===== config.mk =====
export PLATFORM = sky130hd
export DESIGN_NAME = mes_status_top
export DESIGN_NICKNAME = d
export VERILOG_FILES = /design/src/rtl/mes_pkg.sv /design/src/rtl/mes_capture.sv /design/src/rtl/mes_regs.sv /design/src/rtl/mes_status_top.sv
export SDC_FILE = /design/constraint.sdc
export NUM_CORES = 1
export LEC_CHECK = 0
export ABC_AREA = 1
export BUFFER_PORTS_ARGS = -buffer_cell sky130_fd_sc_hd__buf_2
export CORE_MARGIN = 3
export CORE_UTILIZATION = 36
export CTS_CLUSTER_SIZE = 16
export DETAILED_ROUTE_END_ITERATION = 12
export GPL_ROUTABILITY_DRIVEN = 0
export MAX_ROUTING_LAYER = met4
export PLACE_DENSITY = 0.79
export SLEW_MARGIN = 20
export SYNTH_ARGS = -nofsm -noshare
export SYNTH_HDL_FRONTEND = slang
export SYNTH_SLANG_ARGS = --single-unit

===== constraint.sdc =====
create_clock -name clk -period 1 [get_ports clk]
set_input_delay 0.2 -clock clk [delete_from_list [all_inputs] [get_ports clk]]
set_output_delay 0.2 -clock clk [all_outputs]
set_load 0.005 [all_outputs]

===== src/rtl/mes_pkg.sv =====
package mes_pkg;
    localparam int REG_AW = 2;

    typedef enum logic [REG_AW-1:0] {
        REG_STATUS = 2'd0,
        REG_PAGE   = 2'd1,
        REG_CTRL   = 2'd2,
        REG_RSVD   = 2'd3
    } reg_sel_e;

    typedef struct packed {
        logic multi;
        logic single;
    } err_flags_t;

    localparam err_flags_t FLAGS_NONE = '{multi: 1'b0, single: 1'b0};

    function automatic logic any_flag(input err_flags_t f);
        return f.multi | f.single;
    endfunction
endpackage


===== src/rtl/mes_capture.sv =====
module mes_capture
    import mes_pkg::*;
#(
    parameter int ADDR_W     = 32,
    parameter int PAGE_SHIFT = 12,
    localparam int PAGE_W    = ADDR_W - PAGE_SHIFT
) (
    input  logic              clk,
    input  logic              rst,
    input  logic              err_s,
    input  logic              err_m,
    input  logic [ADDR_W-1:0] err_addr,
    input  err_flags_t        clr,
    output err_flags_t        flags_q,
    output logic [PAGE_W-1:0] page_q
);
    logic [PAGE_W-1:0] page_in;
    logic [PAGE_SHIFT-1:0] unused_offset;
    err_flags_t kept, flags_d;
    logic take_m, take_s;
    logic [PAGE_W-1:0] page_d;

    assign page_in       = err_addr[ADDR_W-1:PAGE_SHIFT];
    assign unused_offset = err_addr[PAGE_SHIFT-1:0];

    always_comb begin
        kept.single    = flags_q.single & ~clr.single;
        kept.multi     = flags_q.multi  & ~clr.multi;
        flags_d.single = kept.single | err_s;
        flags_d.multi  = kept.multi  | err_m;
        take_m = err_m & ~kept.multi;
        take_s = err_s & ~any_flag(kept);
        page_d = (take_m | take_s) ? page_in : page_q;
    end

    always_ff @(posedge clk) begin
        if (rst) begin
            flags_q <= FLAGS_NONE;
            page_q  <= '0;
        end else begin
            flags_q <= flags_d;
            page_q  <= page_d;
        end
    end

    a_r2_single_sticky: assert property (@(posedge clk) disable iff (rst)
        (flags_q.single && !clr.single) |=> flags_q.single);
    a_r3_multi_sticky: assert property (@(posedge clk) disable iff (rst)
        (flags_q.multi && !clr.multi) |=> flags_q.multi);
    a_r9_single_wins: assert property (@(posedge clk) disable iff (rst)
        err_s |=> flags_q.single);
    a_r9_multi_wins: assert property (@(posedge clk) disable iff (rst)
        err_m |=> flags_q.multi);
    a_r4_first_capture: assert property (@(posedge clk) disable iff (rst)
        (!flags_q.single && !flags_q.multi && (err_s || err_m))
        |=> page_q == $past(page_in));
    a_r5_hold_multi: assert property (@(posedge clk) disable iff (rst)
        (flags_q.multi && !clr.multi) |=> $stable(page_q));
    a_r5_hold_single: assert property (@(posedge clk) disable iff (rst)
        (flags_q.single && !clr.single && !err_m) |=> $stable(page_q));
endmodule


===== src/rtl/mes_regs.sv =====
module mes_regs
    import mes_pkg::*;
#(
    parameter int DATA_W = 32,
    parameter int PAGE_W = 20
) (
    input  logic              clk,
    input  logic              rst,
    input  logic [REG_AW-1:0] reg_addr,
    input  logic              reg_wr,
    input  logic [DATA_W-1:0] reg_wdata,
    input  err_flags_t        flags,
    input  logic [PAGE_W-1:0] page,
    output err_flags_t        clr,
    output logic              nmi_en_q,
    output logic [DATA_W-1:0] reg_rdata
);
    reg_sel_e sel;
    logic wr_status, wr_ctrl;
    logic [DATA_W-3:0] unused_wdata;

    assign sel          = reg_sel_e'(reg_addr);
    assign wr_status    = reg_wr && (sel == REG_STATUS);
    assign wr_ctrl      = reg_wr && (sel == REG_CTRL);
    assign unused_wdata = reg_wdata[DATA_W-1:2];

    always_comb begin
        clr.single = wr_status & reg_wdata[0];
        clr.multi  = wr_status & reg_wdata[1];
    end

    always_ff @(posedge clk) begin
        if (rst)          nmi_en_q <= 1'b0;
        else if (wr_ctrl) nmi_en_q <= reg_wdata[0];
    end

    always_comb begin
        reg_rdata = '0;
        case (sel)
            REG_STATUS: reg_rdata = DATA_W'({flags.multi, flags.single});
            REG_PAGE:   reg_rdata = DATA_W'(page);
            REG_CTRL:   reg_rdata = DATA_W'(nmi_en_q);
            default:    reg_rdata = '0;
        endcase
    end

    a_r10_enable_write: assert property (@(posedge clk) disable iff (rst)
        wr_ctrl |=> nmi_en_q == $past(reg_wdata[0]));
    a_r10_enable_hold: assert property (@(posedge clk) disable iff (rst)
        !wr_ctrl |=> $stable(nmi_en_q));
endmodule


===== src/rtl/mes_status_top.sv =====
module mes_status_top
    import mes_pkg::*;
#(
    parameter int ADDR_W     = 32,
    parameter int PAGE_SHIFT = 12,
    parameter int DATA_W     = 32
) (
    input  logic              clk,
    input  logic              rst,
    input  logic              err_single_i,
    input  logic              err_multi_i,
    input  logic [ADDR_W-1:0] err_addr_i,
    input  logic [1:0]        reg_addr_i,
    input  logic              reg_wr_i,
    input  logic [DATA_W-1:0] reg_wdata_i,
    output logic [DATA_W-1:0] reg_rdata_o,
    output logic              nmi_o
);
    localparam int PAGE_W = ADDR_W - PAGE_SHIFT;

    err_flags_t        flags, clr;
    logic [PAGE_W-1:0] page;
    logic              nmi_en;

    mes_capture #(.ADDR_W(ADDR_W), .PAGE_SHIFT(PAGE_SHIFT)) u_cap (
        .clk(clk), .rst(rst),
        .err_s(err_single_i), .err_m(err_multi_i), .err_addr(err_addr_i),
        .clr(clr), .flags_q(flags), .page_q(page)
    );

    mes_regs #(.DATA_W(DATA_W), .PAGE_W(PAGE_W)) u_regs (
        .clk(clk), .rst(rst),
        .reg_addr(reg_addr_i), .reg_wr(reg_wr_i), .reg_wdata(reg_wdata_i),
        .flags(flags), .page(page),
        .clr(clr), .nmi_en_q(nmi_en), .reg_rdata(reg_rdata_o)
    );

    assign nmi_o = flags.multi & nmi_en;

    a_r10_nmi_level: assert property (@(posedge clk) disable iff (rst)
        (nmi_o && !(reg_wr_i && reg_addr_i == 2'd0 && reg_wdata_i[1])
               && !(reg_wr_i && reg_addr_i == 2'd2 && !reg_wdata_i[0]))
        |=> nmi_o);
    a_r10_nmi_raise: assert property (@(posedge clk) disable iff (rst)
        (err_multi_i && nmi_en && !(reg_wr_i && reg_addr_i == 2'd2)) |=> nmi_o);
endmodule


==> impl_metrics.tcl <==
set metrics [dict create \
    outcome "complete, but fails checks" \
    violations "negative setup slack" \
    nFillCells 296 \
    cp.arrival_ns 1.35 \
    cts_root_buf "clkbuf_8" \
    busiest_layer "met2" \
    cts_tree "built" \
    synth_seq_cells 23 \
    met2_usage_pct 29.2 \
    num-nets-final 332 \
    cts_num_sinks 23 \
    power_frac_seq_pct 42.1 \
    path_delay_family "buffers and inverters" \
    synth_cells 193 \
    ant_nets 0 \
    crit_chain "buf_4 -> nand2_4 -> buf_6 -> nand3_4 -> clkbuf_16 -> nand3_2 -> nand2_1 -> nor2_1" \
    setup-violations-final 41 \
    layout.cells.non_filler 306 \
    place.port_buffers 49 \
    placed_cell_area_um2 1740 \
    final_util_pct 62.3 \
    slowest_stage "dfxtp_2" \
    die_x_um 68 \
    power.share.switching_pct 31.1 \
    rsz0062_at_grt "yes" \
    drt_iter0_drc 79 \
    avgSynthCellArea_um2 7.17 \
    overflow 0 \
    crit_type "reg2reg" \
    syn_area_um2 1380 \
    met1_usage_pct 16.7 \
    grt_pass1_vias 1276 \
    p_comb_share_pct 34.8 \
    synth_cell_types 19 \
    critPathCaptureType "flop" \
    rows 21 \
    dieArea_um2 4620 \
    grtUsageMet3_pct 4.43 \
    grt_use_total_pct 15.4 \
    pwr-share-clk_pct 23.1 \
    yosysTopAreaCellShare_pct 33.3 \
    worstPathRequired_ns 1.20 \
    period_needed_ns 1.15 \
    insertion_delay_ns 0.26 \
    hpwl_mm 2.17 \
    yosysTopAreaCell "dfxtp_1" \
    synth_area_leaders "dfxtp_1 (33%), nor2_1 (14%), nand3_2 (14%)" \
    drv_cap 0 \
    cts-buffers-inserted 3 \
    p_per_area_nw_per_um2 1140 \
    clock_skew_ns 0.00207 \
    num_vias 1353 \
    avgViaCountPerCell 4.42 \
    crit_buf_inv 3 \
    core_area_um2 3520 \
    clk_pin_slew_ns 0.08 \
    power.switching_uw 778 \
    start_kind "flop" \
    insertedDiodeCount 0 \
    ir_drop_uv 995 \
    layout_setup_ws_ns -0.152 \
    slew_violations 0 \
    hold_violations 0 \
    cts.path.max_buffers 2 \
    worstPathMaxFanout 5 \
    die_h_um 68 \
    yosys_warnings 0 \
    fin_area_um2 2190 \
    grt_pass1_wl_mm 5.35 \
    p_int_mw 1.72 \
    io_pins 104 \
    drc 0 \
    fmax_mhz 868 \
    period_share_pct 115 \
    routedWlPerCell_um 11.9 \
    areaGrowthSynthToFinish_pct 58.5 \
    yosysSeqAreaShare_pct 33.3 \
    p_leak_nw 1.09 \
    grt_max_degree 21 \
    placed_cells 291 \
    grt_antenna_before_repair 0 \
    initial_core_util_pct 39.3 \
    finalWirelength_mm 3.65 \
    dr.pass1.iters 4 \
    layout-drive-gt1-share_pct 70.4 \
    hp-class "in2reg" \
    cts-htree-levels 1 \
    slowest_delay_ns 0.33 \
]
==> final timing paths <==
check | from | end | slack (ns) | depth (start not counted)
setup reg to reg | u_cap.flags_q[0]$_SDFF_PP0_ | u_cap.page_q[18]$_SDFFE_PP0P_ | -0.15 | 8
setup / recovery | u_cap.flags_q[0]$_SDFF_PP0_ | u_cap.page_q[18]$_SDFFE_PP0P_ | -0.15 | 8
hold / removal | rst | u_cap.flags_q[0]$_SDFF_PP0_ | 0.13 | 2
hold reg to reg | u_cap.page_q[5]$_SDFFE_PP0P_ | u_cap.page_q[5]$_SDFFE_PP0P_ | 0.55 | 4
==> repair_timing <==
item,4_1_cts,5_1_grt
resized for setup,61,50
gates cloned,0,3
hold buffers,0,0
pin swaps,7,9
setup buffers,6,2
endpoints found under the setup margin,41,41
==> sequential cells by signal, indices dropped and copies added, names as in the netlist <==
| name | flops |
|---|---|
| u_cap.flags_q | 2 |
| u_regs.nmi_en_q | 1 |
| u_cap.page_q | 20 |
==> power by group through the flow <==
stage               combinational, mW  clock (mW)  sequential [mW]
floorplan                       0.435           0             1.04
global placement                0.618           0             1.05
CTS                             0.709       0.582             1.05
detailed placement              0.628           0             1.05
global route                    0.955       0.640             1.06
finish                          0.868       0.577             1.05
==> per-layer routing <==
metal	vias up	routed length (um)
met3	4	257
li1	691	-
met1	608	1440
met2	50	1930
met5	-	0
met4	0	24
==> Yosys cell counts <==
library cell	instances
nand3_2	19
buf_2	1
nand2_4	1
nor2_2	6
inv_1	27
nor2_1	53
buf_6	7
nand3_1	5
clkbuf_1	2
buf_4	12
nand3_4	1
a21oi_1	3
o21ai_0	2
nand2_1	25
nand2_2	3
dfxtp_1	23
o211ai_1	1
conb_1	1
nor2_4	1
==> per-stage QoR <==
| stage | hold WS, ns | power (mW) | worst slack [ns] | TNS [ns] |
|---|---|---|---|---|
| 3_5_place_dp | 0.407 | 1.68 | -0.229 | -7.14 |
| 5_1_grt | 0.136 | 2.66 | -0.224 | -6.80 |
| 6_report | 0.132 | 2.50 | -0.152 | -4.58 |
| 3_3_place_gp | 0.406 | 1.66 | -0.204 | -6.74 |
| 2_1_floorplan | 0.269 | 1.48 | -0.0191 | -0.291 |
| 4_1_cts | 0.121 | 2.34 | -0.132 | -3.08 |
==> worst register-to-register path, cell delays in order (launching register included) <==
cell	delay [ns]
dfxtp_2	0.33
buf_4	0.13
nand2_4	0.06
buf_6	0.10
nand3_4	0.10
clkbuf_16	0.19
nand3_2	0.05
nand2_1	0.05
nor2_1	0.08
==> kinds of logic after synthesis <==
group                  count (synthesis)  share of synthesized area (%)
other                                  1                          0.271
AND/OR/NAND/NOR                      114                           43.7
flip-flops                            23                           33.3
buffers and inverters                 49                           20.4
AO/OA/AOI/OAI                          6                           2.35
==> area by class of cell <==
type | count | area [um^2] | share of cell area, %
clock buffers | 4 | 45.0 | 2.05
well taps | 46 | 57.6 | 2.62
multi-input cells | 132 | 875 | 39.9
flip-flops and latches | 23 | 483 | 22.0
repair buffers | 74 | 622 | 28.4
inverters | 27 | 111 | 5.08
==> cells in the final DEF (no fill, tap or decap) <==
cell,count
buf_8,3
buf_2,46
inv_6,1
nor2_2,25
o21ai_0,1
nand3_2,19
buf_6,5
nand2_2,5
dfxtp_1,5
inv_1,9
inv_2,16
clkinv_4,1
clkbuf_16,3
buf_4,10
conb_1,12
a21oi_1,3
clkbuf_8,3
nor2_4,15
nand3_4,2
nand2_1,20
nand3_1,4
buf_12,7
nand2_4,4
nor2_1,20
o21ai_1,1
dfxtp_2,18
clkbuf_1,1
o211ai_1,1
Power figures use the tool's default switching activity.
